File: src/rtl/dbi_pkg.sv
package dbi_pkg;
    localparam int LANE_W  = 16;
    localparam int LANES   = 4;
    localparam int DATA_W  = LANE_W * LANES;
    localparam int ZC_W    = $clog2(LANE_W + 1);
    localparam int FLIP_AT = LANE_W / 2 + 1;

    typedef logic [DATA_W-1:0] word_t;
    typedef logic [LANES-1:0]  flag_t;
    typedef logic [LANE_W-1:0] lane_t;
    typedef logic [ZC_W-1:0]   count_t;

    typedef struct packed {
        logic  valid;
        flag_t flag_n;
        word_t data;
    } tx_beat_t;

    localparam tx_beat_t TX_IDLE = '{valid: 1'b0, flag_n: '1, data: '1};

    function automatic count_t zeros_in(lane_t v);
        count_t n;
        n = '0;
        for (int b = 0; b < LANE_W; b++) begin
            n = n + count_t'(!v[b]);
        end
        return n;
    endfunction
endpackage

File: src/rtl/dbi_lane_flip.sv
module dbi_lane_flip
    import dbi_pkg::*;
(
    input  lane_t lane_in,
    output lane_t lane_out,
    output logic  flip
);
    count_t zc;

    always_comb begin
        zc       = zeros_in(lane_in);
        flip     = (zc >= count_t'(FLIP_AT));
        lane_out = flip ? ~lane_in : lane_in;
    end
endmodule

File: src/rtl/dbi_tx.sv
module dbi_tx
    import dbi_pkg::*;
(
    input  logic  clk,
    input  logic  rst,
    input  logic  en,
    input  logic  in_valid,
    output logic  in_ready,
    input  word_t in_data,
    output logic  out_valid,
    input  logic  out_ready,
    output word_t out_data,
    output flag_t out_flag_n
);
    word_t    enc;
    flag_t    flip;
    tx_beat_t beat_q;

    for (genvar g = 0; g < LANES; g++) begin : g_lane
        dbi_lane_flip u_flip (
            .lane_in  (in_data[g*LANE_W +: LANE_W]),
            .lane_out (enc[g*LANE_W +: LANE_W]),
            .flip     (flip[g])
        );
    end

    assign in_ready = en && (!beat_q.valid || out_ready);

    always_ff @(posedge clk) begin
        if (rst || !en) begin
            beat_q <= TX_IDLE;
        end else if (in_valid && in_ready) begin
            beat_q <= '{valid: 1'b1, flag_n: ~flip, data: enc};
        end else if (out_ready) begin
            beat_q <= TX_IDLE;
        end
    end

    assign out_valid  = beat_q.valid;
    assign out_data   = beat_q.data;
    assign out_flag_n = beat_q.flag_n;
endmodule

File: src/rtl/dbi_rx.sv
module dbi_rx
    import dbi_pkg::*;
#(
    parameter bit RX_PIPE = 1'b1
) (
    input  logic  clk,
    input  logic  rst,
    input  logic  in_valid,
    output logic  in_ready,
    input  word_t in_data,
    input  flag_t in_flag_n,
    output logic  out_valid,
    input  logic  out_ready,
    output word_t out_data
);
    word_t restored;

    for (genvar g = 0; g < LANES; g++) begin : g_lane
        assign restored[g*LANE_W +: LANE_W] = in_flag_n[g]
            ? in_data[g*LANE_W +: LANE_W]
            : ~in_data[g*LANE_W +: LANE_W];
    end

    if (RX_PIPE) begin : g_pipe
        logic  valid_q;
        word_t data_q;

        assign in_ready = !valid_q || out_ready;

        always_ff @(posedge clk) begin
            if (rst) begin
                valid_q <= 1'b0;
                data_q  <= '0;
            end else if (in_valid && in_ready) begin
                valid_q <= 1'b1;
                data_q  <= restored;
            end else if (out_ready) begin
                valid_q <= 1'b0;
            end
        end

        assign out_valid = valid_q;
        assign out_data  = data_q;
    end else begin : g_flow
        logic unused_clk_rst;
        assign unused_clk_rst = clk ^ rst;
        assign in_ready  = out_ready;
        assign out_valid = in_valid;
        assign out_data  = restored;
    end
endmodule

File: src/rtl/dbi_codec.sv
module dbi_codec
    import dbi_pkg::*;
#(
    parameter bit RX_PIPE = 1'b1
) (
    input  logic              clk,
    input  logic              rst,
    input  logic              tx_en,
    input  logic              tx_in_valid,
    output logic              tx_in_ready,
    input  logic [DATA_W-1:0] tx_in_data,
    output logic              tx_out_valid,
    input  logic              tx_out_ready,
    output logic [DATA_W-1:0] tx_out_data,
    output logic [LANES-1:0]  tx_out_flag_n,
    input  logic              rx_in_valid,
    output logic              rx_in_ready,
    input  logic [DATA_W-1:0] rx_in_data,
    input  logic [LANES-1:0]  rx_in_flag_n,
    output logic              rx_out_valid,
    input  logic              rx_out_ready,
    output logic [DATA_W-1:0] rx_out_data
);
    dbi_tx u_tx (
        .clk        (clk),
        .rst        (rst),
        .en         (tx_en),
        .in_valid   (tx_in_valid),
        .in_ready   (tx_in_ready),
        .in_data    (tx_in_data),
        .out_valid  (tx_out_valid),
        .out_ready  (tx_out_ready),
        .out_data   (tx_out_data),
        .out_flag_n (tx_out_flag_n)
    );

    dbi_rx #(.RX_PIPE(RX_PIPE)) u_rx (
        .clk       (clk),
        .rst       (rst),
        .in_valid  (rx_in_valid),
        .in_ready  (rx_in_ready),
        .in_data   (rx_in_data),
        .in_flag_n (rx_in_flag_n),
        .out_valid (rx_out_valid),
        .out_ready (rx_out_ready),
        .out_data  (rx_out_data)
    );
endmodule

File: config.mk
export PLATFORM = sky130hd
export DESIGN_NAME = dbi_codec
export DESIGN_NICKNAME = d
export VERILOG_FILES = /design/src/rtl/dbi_pkg.sv /design/src/rtl/dbi_lane_flip.sv /design/src/rtl/dbi_tx.sv /design/src/rtl/dbi_rx.sv /design/src/rtl/dbi_codec.sv
export SDC_FILE = /design/constraint.sdc
export NUM_CORES = 1
export LEC_CHECK = 0
export BUFFER_PORTS_ARGS = -buffer_cell sky130_fd_sc_hd__buf_2
export CORE_ASPECT_RATIO = 0.75
export CORE_MARGIN = 3
export CORE_UTILIZATION = 35
export CTS_BUF_LIST = sky130_fd_sc_hd__clkbuf_8
export CTS_CLUSTER_DIAMETER = 50
export DETAILED_ROUTE_END_ITERATION = 12
export GPL_TIMING_DRIVEN = 0
export PLACE_DENSITY_LB_ADDON = 0.08
export SETUP_SLACK_MARGIN = 0.3
export SLEW_MARGIN = 20
export SYNTH_ARGS = -nofsm -noshare
export SYNTH_HDL_FRONTEND = slang
export SYNTH_SLANG_ARGS = --single-unit
File: constraint.sdc
create_clock -name clk -period 4.6 [get_ports clk]
set_clock_uncertainty 0.1 [all_clocks]
set_input_delay 0.23 -clock clk [delete_from_list [all_inputs] [get_ports clk]]
set_output_delay 0.23 -clock clk [all_outputs]
set_load 0.1 [all_outputs]
# --- After elaboration in Yosys (flattened, before gate mapping) ---
# Cells that the tools add are included.
totals:
  reg_bits: 134
  in_bits: 139
  out_inout_bits: 136
  wordCells: 165
classes:
  add_sub_neg: 60
  n_lt_le_gt_ge: 4
  mux: 12
  bitwise: 9
  reduce_logical: 75
ops:
  columns: ["operator", "n"]
  rows:
  - ["adder 5 x 1 -> 5 bit", 44]
  - ["two-way mux 69 bit", 2]
  - ["two-way mux 16 bit", 8]
  - ["NOT 16 bit", 8]
  - ["zero test 1 bit", 67]
  - ["adder 4 x 1 -> 5 bit", 4]
  - ["greater-or-equal comparator 5 x 4 -> 1 bit (second input constant)", 4]
  - ["adder 3 x 1 -> 4 bit", 4]
  - ["adder 2 x 1 -> 3 bit", 4]
  - ["adder 1 x 1 -> 2 bit", 4]
  - ["NOT 4 bit", 1]
  - ["nonzero test 2 bit", 2]
  - ["logical AND 1 bit", 3]
  - ["logical OR 1 bit", 3]
  - ["two-way mux 1 bit", 2]

# --- Longest topological paths before layout ---
# Gate-level depths: netlist (run 1).
depth:
  word_depth: 19
  ltp_mapped: 15
  mapped_depth_nobuf: 13

# --- By module ---
# From an unflattened synthesis (run 1), not the netlist that was laid out.
hier_totals:
  hier_cells: 787
  area_unflattened_um2: 7741.2
modules_own_cells:
  columns: ["module", "n_inst", "cells_each", "area_each_um2", "seq_area_each_um2"]
  rows:
  - ["dbi_tx", 1, 322, 2773.9, 1381.3]
  - ["dbi_rx", 1, 220, 2616.3, 1301.2]
  - ["dbi_lane_flip at u_tx.g_lane[3].u_flip", 1, 62, 640.6, 0.0]
  - ["dbi_lane_flip at u_tx.g_lane[0].u_flip", 1, 61, 573.0, 0.0]
  - ["dbi_lane_flip at u_tx.g_lane[1].u_flip", 1, 59, 573.0, 0.0]
  - ["dbi_lane_flip at u_tx.g_lane[2].u_flip", 1, 63, 564.3, 0.0]

# --- Least setup slack after synthesis (run 1) ---
# No wires, ideal clock.
synth_path:
  path_type: "input-to-reg"
  start: "in tx_in_data[16]"
  end: "reg u_tx.beat_q, in the netlist u_tx.out_data[30]"
  setup_ps: 67
  arrival_ps: 4004
  required_ps: 4433
  path_slack_ps: 429
  path_stages: 14
  n_path_buf: 1
  path_cell_list: "fa_1 inv_1 fa_1 fa_1 fa_1 ha_1 inv_1 fa_1 xnor2_1 o21bai_1 mux2i_4 buf_6 mux2_4 nor2_1"
synth_between:
  elab_chain_cells: 19
synth_lines:
  columns: ["element", "line", "text"]
  rows:
  - ["from (decl)", "dbi_codec.sv:11", "input logic [DATA_W-1:0] tx_in_data,"]
  - ["zero test 1 bit", "dbi_pkg.sv:25", "n = n + count_t'(!v[b]);"]
  - ["adder 1 x 1 -> 2 bit", "dbi_pkg.sv:25", null]
  - ["adder 2 x 1 -> 3 bit", "dbi_pkg.sv:25", null]
  - ["adder 3 x 1 -> 4 bit", "dbi_pkg.sv:25", null]
  - ["adder 4 x 1 -> 5 bit", "dbi_pkg.sv:25", null]
  - ["adder 5 x 1 -> 5 bit (11 in a row)", "dbi_pkg.sv:25", null]
  - ["greater-or-equal comparator 5 x 4 -> 1 bit", "dbi_lane_flip.sv:12", "flip = (zc >= count_t'(FLIP_AT));"]
  - ["two-way mux 16 bit", "dbi_lane_flip.sv:13", "lane_out = flip ? ~lane_in : lane_in;"]
  - ["two-way mux 69 bit", "dbi_tx.sv:32", "end else if (in_valid && in_ready) begin"]
  - ["to (signal assigned)", "dbi_tx.sv:33", "beat_q <= '{valid: 1'b1, flag_n: ~flip, data: enc};"]
  - ["to (decl)", "dbi_tx.sv:17", "tx_beat_t beat_q;"]
# Every way passes these cells.
# A chain may end at the register's enable or synchronous reset.

# --- Final worst setup path (run 1) ---
layout_path:
  start: "in tx_in_data[10]"
  end: "reg u_tx.beat_q, in the netlist u_tx.out_data[0]"
layout_between:
  elab_chain_cells: 10
layout_lines:
  columns: ["element", "line"]
  rows:
  - ["zero test 1 bit", "dbi_pkg.sv:25"]
  - ["adder 5 x 1 -> 5 bit (6 in a row)", "dbi_pkg.sv:25"]
  - ["greater-or-equal comparator 5 x 4 -> 1 bit", "dbi_lane_flip.sv:12"]
  - ["two-way mux 16 bit", "dbi_lane_flip.sv:13"]
  - ["two-way mux 69 bit", "dbi_tx.sv:32"]
# Every way passes these cells.

==> results of run 1 <==
==> report_power, final <==
| group | total [µW] | internal [µW] | switching [µW] |
|---|---|---|---|
| sequential | 1300 | 1260 | 47.0 |
| clock | 1090 | 552 | 540 |
| combinational | 3050 | 1070 | 1970 |
==> state kept, by name, indices dropped and copies added, names as in the netlist <==
signal and flops:
u_tx.out_valid 1, u_tx.out_flag_n 4, u_rx.out_valid 1, u_tx.out_data 64, u_rx.out_data 64
==> critical path: cells and delay by family <==
kind / cells / cell delay, ns
AOI/OAI and AO/OA: 2 / 0.49
adders and majority gates: 5 / 2.15
buffers and inverters: 5 / 1.02
and+or+nand+nor: 2 / 0.55
==> metal layers <==
metal  vias up  GRT usage, %
li1       3583             -
met1      3227          27.4
met2       170          27.5
met3         7          4.76
met4         0          3.91
met5         -             0
==> cells by family after synthesis <==
group                    after synthesis  synth area share (%)
AND/OR/NAND/NOR                      290                  17.1
flip-flops                           134                  35.2
buffers and inverters                135                  7.55
multiplexers                          19                  2.84
adder cells (fa/ha/maj)               60                  13.8
XOR/XNOR                              97                  11.2
AO/OA/AOI/OAI                        166                  12.2
==> through the flow <==
stage	std cells	cell area, µm²	TNS, ns	power [µW]	hold WS [ns]
global route	1530	10200	0	5830	0.0251
global placement	1459	9320	-0.987	4260	0.361
CTS	1529	10100	0	5420	0.000438
finish	1530	10200	0	5440	0.0341
floorplan	901	7610	0	3670	0.259
detailed placement	1459	9320	-0.597	4260	0.368
==> timing repair <==
action                                  CTS  global route
gates resized for setup                   0            13
hold endpoints to repair                 38             0
hold buffers                             38             0
endpoints found under the setup margin    0            32
buffers inserted                          0             1
==> layout make-up <==
type / count / area [µm²] / area share [%]
buffer: 58 / 293 / 2.88
clock inverter: 15 / 191 / 1.88
inverter: 77 / 289 / 2.84
clock buffer: 17 / 234 / 2.30
timing repair buffer: 309 / 1750 / 17.2
sequential: 134 / 2680 / 26.3
tap: 288 / 360 / 3.54
multi-input combinational: 632 / 4380 / 43.0
==> worst min path at each step <==
stage / startpoint / to / depth (start not counted)
3_5_place_dp: u_rx.out_data[11] / u_rx.out_data[11] / 2
6_report: tx_in_data[35] / u_tx.out_data[35] / 3
5_1_grt: tx_in_data[59] / u_tx.out_data[59] / 3
2_1_floorplan: rx_in_valid / u_rx.out_valid / 2
3_3_place_gp: u_rx.out_data[17] / u_rx.out_data[17] / 2
4_1_cts: tx_in_data[35] / u_tx.out_data[35] / 3
==> placed cells by master, fill, tap and decap left out, drive strengths merged, types with 4 or more instances in the layout <==
| master | n |
|---|---|
| a31oi | 16 |
| nor3 | 14 |
| a21oi | 100 |
| buf | 293 |
| nand3 | 16 |
| and4bb | 4 |
| mux2 | 8 |
| dfxtp | 134 |
| clkbuf | 53 |
| o21ai | 37 |
| fa | 40 |
| nor2 | 204 |
| inv | 85 |
| xnor2 | 17 |
| xor2 | 80 |
| dlygate4sd3 | 38 |
| mux2i | 11 |
| or3 | 24 |
| ha | 20 |
| nand2 | 12 |
==> key figures, run 1 <==
Route
  – Total number of vias: 6987
  – Avg Vias per Cell: 4.57
  – Met2 wire length: 9.85 mm
  – Top Metal Used: met4
  – Routed met3 length: 1.38 mm
  – # DRC: 0
  – Routed wire per std cell: 14.6 µm
  – Wirelength, routed: 22.3 mm
  – Initial DRC count: 338
  – Antenna Nets Post-Route: 0
  – 1st-pass router iterations: 5
  – Met1 WL: 11.0 mm

Placed design
  – Routability cong.: 0.788
  – Hpwl dp: 17.0 mm
  – Setup slack at placement: -0.0742 ns
  – PortBufs: 270

Worst setup path
  – CP cell instances: dlygate4sd3_1 -> buf_2 -> fa_1 -> inv_1 -> fa_1 -> fa_1 -> ha_1 -> inv_1 -> fa_1 -> nor3b_2 -> a31o_2 -> clkbuf_1 -> or3_1 -> a31oi_1
  – Setup CP Type: input port to flip-flop
  – CP endpoint kind: flip-flop
  – Worst setup path end: u_tx.out_data[0]
  – Worst reg-to-reg setup slack: 2.70 ns
  – Worst-path cell with the longest stage delay: fa_1
  – Reg2reg start: u_rx.out_valid
  – CP peak stage delay: 0.54 ns
  – Startpoint types: input port
  – Crit path DAT: 4.46 ns
  – Most frequent CP cell: fa_1
  – Crit. Startpoint: tx_in_data[10]
  – Reg2Reg Depth: 7
  – Largest fanout on the critical path: 10
  – Critical Path RT: 4.85 ns
  – Reg2reg end: u_rx.out_data[59]

Global route
  – Largest net degree at the start of global routing: 17
  – Number of global-route vias before repair: 6725
  – Total grt overflow: 0
  – First-pass GRT wire length: 35.5 mm
  – GRT Overall Usage: 18.6%
  – Antenna violations before repair: 0

STA
  – Achievable Freq: 0.237 GHz
  – Unrepaired setup endpoints after global routing: true
  – Fin worst setup slack: 0.388 ns
  – Fin crit period: 4.21 ns
  – Tcrit/Tclk final: 91.6%
  – Fin. Hold Viols: 0
  – Final number of max-transition violations: 0
  – Setup violations, final: 0
  – Max-slew headroom: 61.9%
  – Worst-margin pin slew: 0.570 ns

Floorplan
  – Die area: 23600 µm²
  – Placeable Area: 21200 µm²
  – Die W: 176 µm
  – I/O pin count: 275
  – DIE HEIGHT: 134 µm
  – Initial core utilization: 35.8%
  – Core Rows: 46

Cells and area
  – Fraction of final layout cells sized beyond drive strength 1: 28.3%
  – Area delta synth->final: 33.8%
  – Nets@finish: 1428
  – Layout Utilization: 47.9%
  – Antenna Cells: 0
  – FILL cells: 2168

Synth
  – Yosys top cell by area: dfxtp_1
  – Synth warn: 0
  – Netlist Area Pre-Place: 7610 µm²
  – Syn avg cell area: 8.45 µm²
  – Synth cell types: 50
  – Most common cell in the synthesized netlist: nor2_1
  – Top cells by count, synth: 204 x nor2_1, 134 x dfxtp_1, 99 x a21oi_1
  – Seq/Total Area, Yosys: 35.2%
  – Post-Syn Instances: 901
  – Syn nets: 1100
  – Synth top area share: 35.2%
  – EDFF count, synth: 0
  – Async S/R FF share, synth: 0%
  – Largest cells by area after synthesis: dfxtp_1 35%, fa_1 11%, nor2_1 10%
  – Ys flop type: dfxtp_1
  – Register bit count reported by yosys: 134

Clock tree
  – H-tree Lvls: 4
  – Skew-Pair Late Insertion Delay: 0.43 ns
  – CTS Buf Count: 17
  – CTS tree: done
  – Root Driver: clkbuf_8
  – Clock slew at reported path FFs: 0.08 ns
  – CTS Sinks: 134
  – Clk buf depth: 2

Power
  – Static Leakage: 0.00465 µW
  – Pwr/cell area: 534 nW/µm²
  – Peak supply drop: 0.254 mV

Flow run
  – Maxcap violations: 0

Status
  – Outcome: complete, no violations

Hold path
  – Min-delay worst type: input port to flip-flop
Power figures use the tool's default switching activity.
==> run 2: changes to the inputs <==
--- a/config.mk
+++ b/config.mk
@@ -9,7 +9,7 @@
 export CORE_ASPECT_RATIO = 0.75
 export CORE_MARGIN = 3
 export CORE_UTILIZATION = 35
-export CTS_BUF_LIST = sky130_fd_sc_hd__clkbuf_8
+export CTS_BUF_LIST = sky130_fd_sc_hd__clkbuf_4
 export CTS_CLUSTER_DIAMETER = 50
 export DETAILED_ROUTE_END_ITERATION = 12
 export GPL_TIMING_DRIVEN = 0
==> run 2 against run 1 <==
Compared with the run above: setup slack gained 0.039 ns; first-iteration DRC count rose by 9.8%; cell area grew 8.0%; combinational power is essentially flat; via count is 6.2% higher; worst hold slack improved by 0.057 ns; critical path depth grew 1; sequential power hardly changed; routed wire length up 4.7%; sequential share of layout area decreased by 1.9 points; power down 3.1%; largest power group unchanged.
==> key figures, run 2 (synthesis results as in run 1) <==
Status
  – Outcome: complete, no violations

Floorplan
  – Initial core utilization: 35.8%
  – Core Rows: 46
  – Placeable Area: 21200 µm²
  – DIE HEIGHT: 134 µm
  – I/O pin count: 275
  – Die area: 23600 µm²
  – Die W: 176 µm

Clock tree
  – CTS Sinks: 134
  – CTS tree: done
  – Clock slew at reported path FFs: 0.13 ns
  – H-tree Lvls: 4
  – Post-CTS setup buffers: 0
  – Skew-Pair Late Insertion Delay: 0.52 ns
  – Root Driver: clkbuf_4
  – Clk buf depth: 2
  – CTS Buf Count: 17

Worst setup path
  – CP endpoint kind: flip-flop
  – Largest fanout on the critical path: 10
  – Worst-path cell with the longest stage delay: fa_1
  – Setup CP Type: input port to flip-flop
  – Crit path max-delay family: adder cells
  – CP cell instances: dlygate4sd3_1 -> buf_2 -> fa_1 -> inv_1 -> fa_1 -> fa_1 -> ha_1 -> inv_1 -> fa_1 -> nor2b_1 -> a32oi_1 -> o32ai_4 -> buf_6 -> or3_1 -> a31oi_1
  – Most frequent CP cell: fa_1
  – Critical Path RT: 4.94 ns
  – CP peak stage delay: 0.54 ns
  – CP bufs+invs: 5
  – Startpoint types: input port
  – Crit path DAT: 4.51 ns

STA
  – Achievable Freq: 0.240 GHz
  – Fin crit period: 4.17 ns
  – Unrepaired setup endpoints after global routing: false
  – Max-slew headroom: 61.9%
  – Fin worst setup slack: 0.427 ns
  – Fin. Hold Viols: 0
  – Final number of max-transition violations: 0
  – Setup violations, final: 0
  – Tcrit/Tclk final: 90.7%
  – Worst-margin pin slew: 0.569 ns

Global route
  – GRT Overall Usage: 19.5%
  – Total grt overflow: 0
  – First-pass GRT wire length: 37.3 mm
  – Antenna violations before repair: 1
  – Largest net degree at the start of global routing: 17
  – Number of global-route vias before repair: 7300

Route
  – Routed wire per std cell: 14.4 µm
  – Avg Vias per Cell: 4.56
  – Initial DRC count: 371
  – Antenna Nets Post-Route: 0
  – # DRC: 0
  – 1st-pass router iterations: 5
  – Total number of vias: 7418
  – Wirelength, routed: 23.4 mm

Placed design
  – Setup slack at placement: -0.0742 ns
  – Routability cong.: 0.788
  – Inst Count DP: 1459
  – PortBufs: 270
  – Hpwl dp: 17.0 mm

Power
  – Overall power: 5270 µW
  – Pwr/cell area: 480 nW/µm²
  – Peak supply drop: 0.227 mV
  – Static Leakage: 0.00498 µW

Cells and area
  – Fraction of final layout cells sized beyond drive strength 1: 25.8%
  – Most frequent cells in the layout: 285 x buf_2, 204 x nor2_1, 134 x dfxtp_1
  – Most common cell after layout, fill and taps aside: buf_2
  – Nets@finish: 1522
  – Area delta synth->final: 44.5%
  – Fin cells: 1626
  – FILL cells: 2103

Hold path
  – Min-delay worst type: input port to flip-flop

Flow run
  – Maxcap violations: 0
run 2: cell count changes in the layout (fill, tap and decap cells not counted), moves of 2 or more:
| cell | delta |
|---|---|
| clkbuf_1 | +2 |
| clkbuf_2 | -2 |
| clkbuf_8 | -17 |
| clkbuf_4 | +17 |
| dlygate4sd3_1 | +95 |
| diode_2 | +2 |
run 2: report_power, final:
| part | internal [µW] | switching (µW) | leakage (µW) | total [µW] |
|---|---|---|---|---|
| combinational | 1080 | 1980 | 0.00371 | 3050 |
| clock | 400 | 517 | 0.000165 | 917 |
| sequential | 1260 | 47.2 | 0.00110 | 1300 |
run 2: metal layers:
layer / global-route usage [%] / vias up / routed length (µm)
met4: 5.49 / 0 / 410
met2: 29.4 / 220 / 10300
met1: 27.9 / 3404 / 11300
li1: - / 3769 / -
met3: 4.81 / 25 / 1440
met5: 0 / - / 0
run 2: worst paths after layout:
kind	startpoint	end	slack [ns]	depth (start not counted)
min	tx_in_data[25]	u_tx.out_data[25]	0.09	5
max reg2reg	u_rx.out_valid	u_rx.out_data[59]	2.69	7
min reg2reg	u_tx.out_data[35]	u_tx.out_data[35]	0.39	2
max	tx_in_data[10]	u_tx.out_data[0]	0.43	15
run 2: timing repair:
item                                    CTS  global route
endpoints found under the hold margin   134             0
hold buffers                            133             0
endpoints found under the setup margin    0            18
resized for setup                         0             3
run 2: worst reg2reg max path: stages, from the launching register on:
cell and delay [ns]:
dfxtp_1 0.37, nand2b_1 0.10, nand2_1 0.09, clkbuf_1 0.41, clkbuf_1 0.43, nor2_1 0.11
a21oi_1 0.14, nor2_1 0.05
run 2: area by class of cell:
class	instances	area, µm²	area share, %
repair buffers	403	2680	24.4
multi-input cells	632	4370	39.7
inverters	77	289	2.63
clock inverters	14	188	1.71
well taps	288	360	3.28
diodes	2	5.00	0.0455
flip-flops and latches	134	2680	24.4
clock buffers	18	135	1.23
plain buffers	58	287	2.61
run 2: stage by stage:
| stage | util [%] | TNS [ns] | hold slack (ns) | cell area (µm²) |
|---|---|---|---|---|
| after floorplan | - | 0 | 0.259 | 7610 |
| after global placement | 43.9 | -0.987 | 0.361 | 9320 |
| after detailed placement | 43.9 | -0.597 | 0.368 | 9320 |
| after CTS | 51.7 | 0 | 0.0169 | 11000 |
| after global routing | 51.8 | 0 | 0.0432 | 11000 |
| final | 51.8 | 0 | 0.0907 | 11000 |
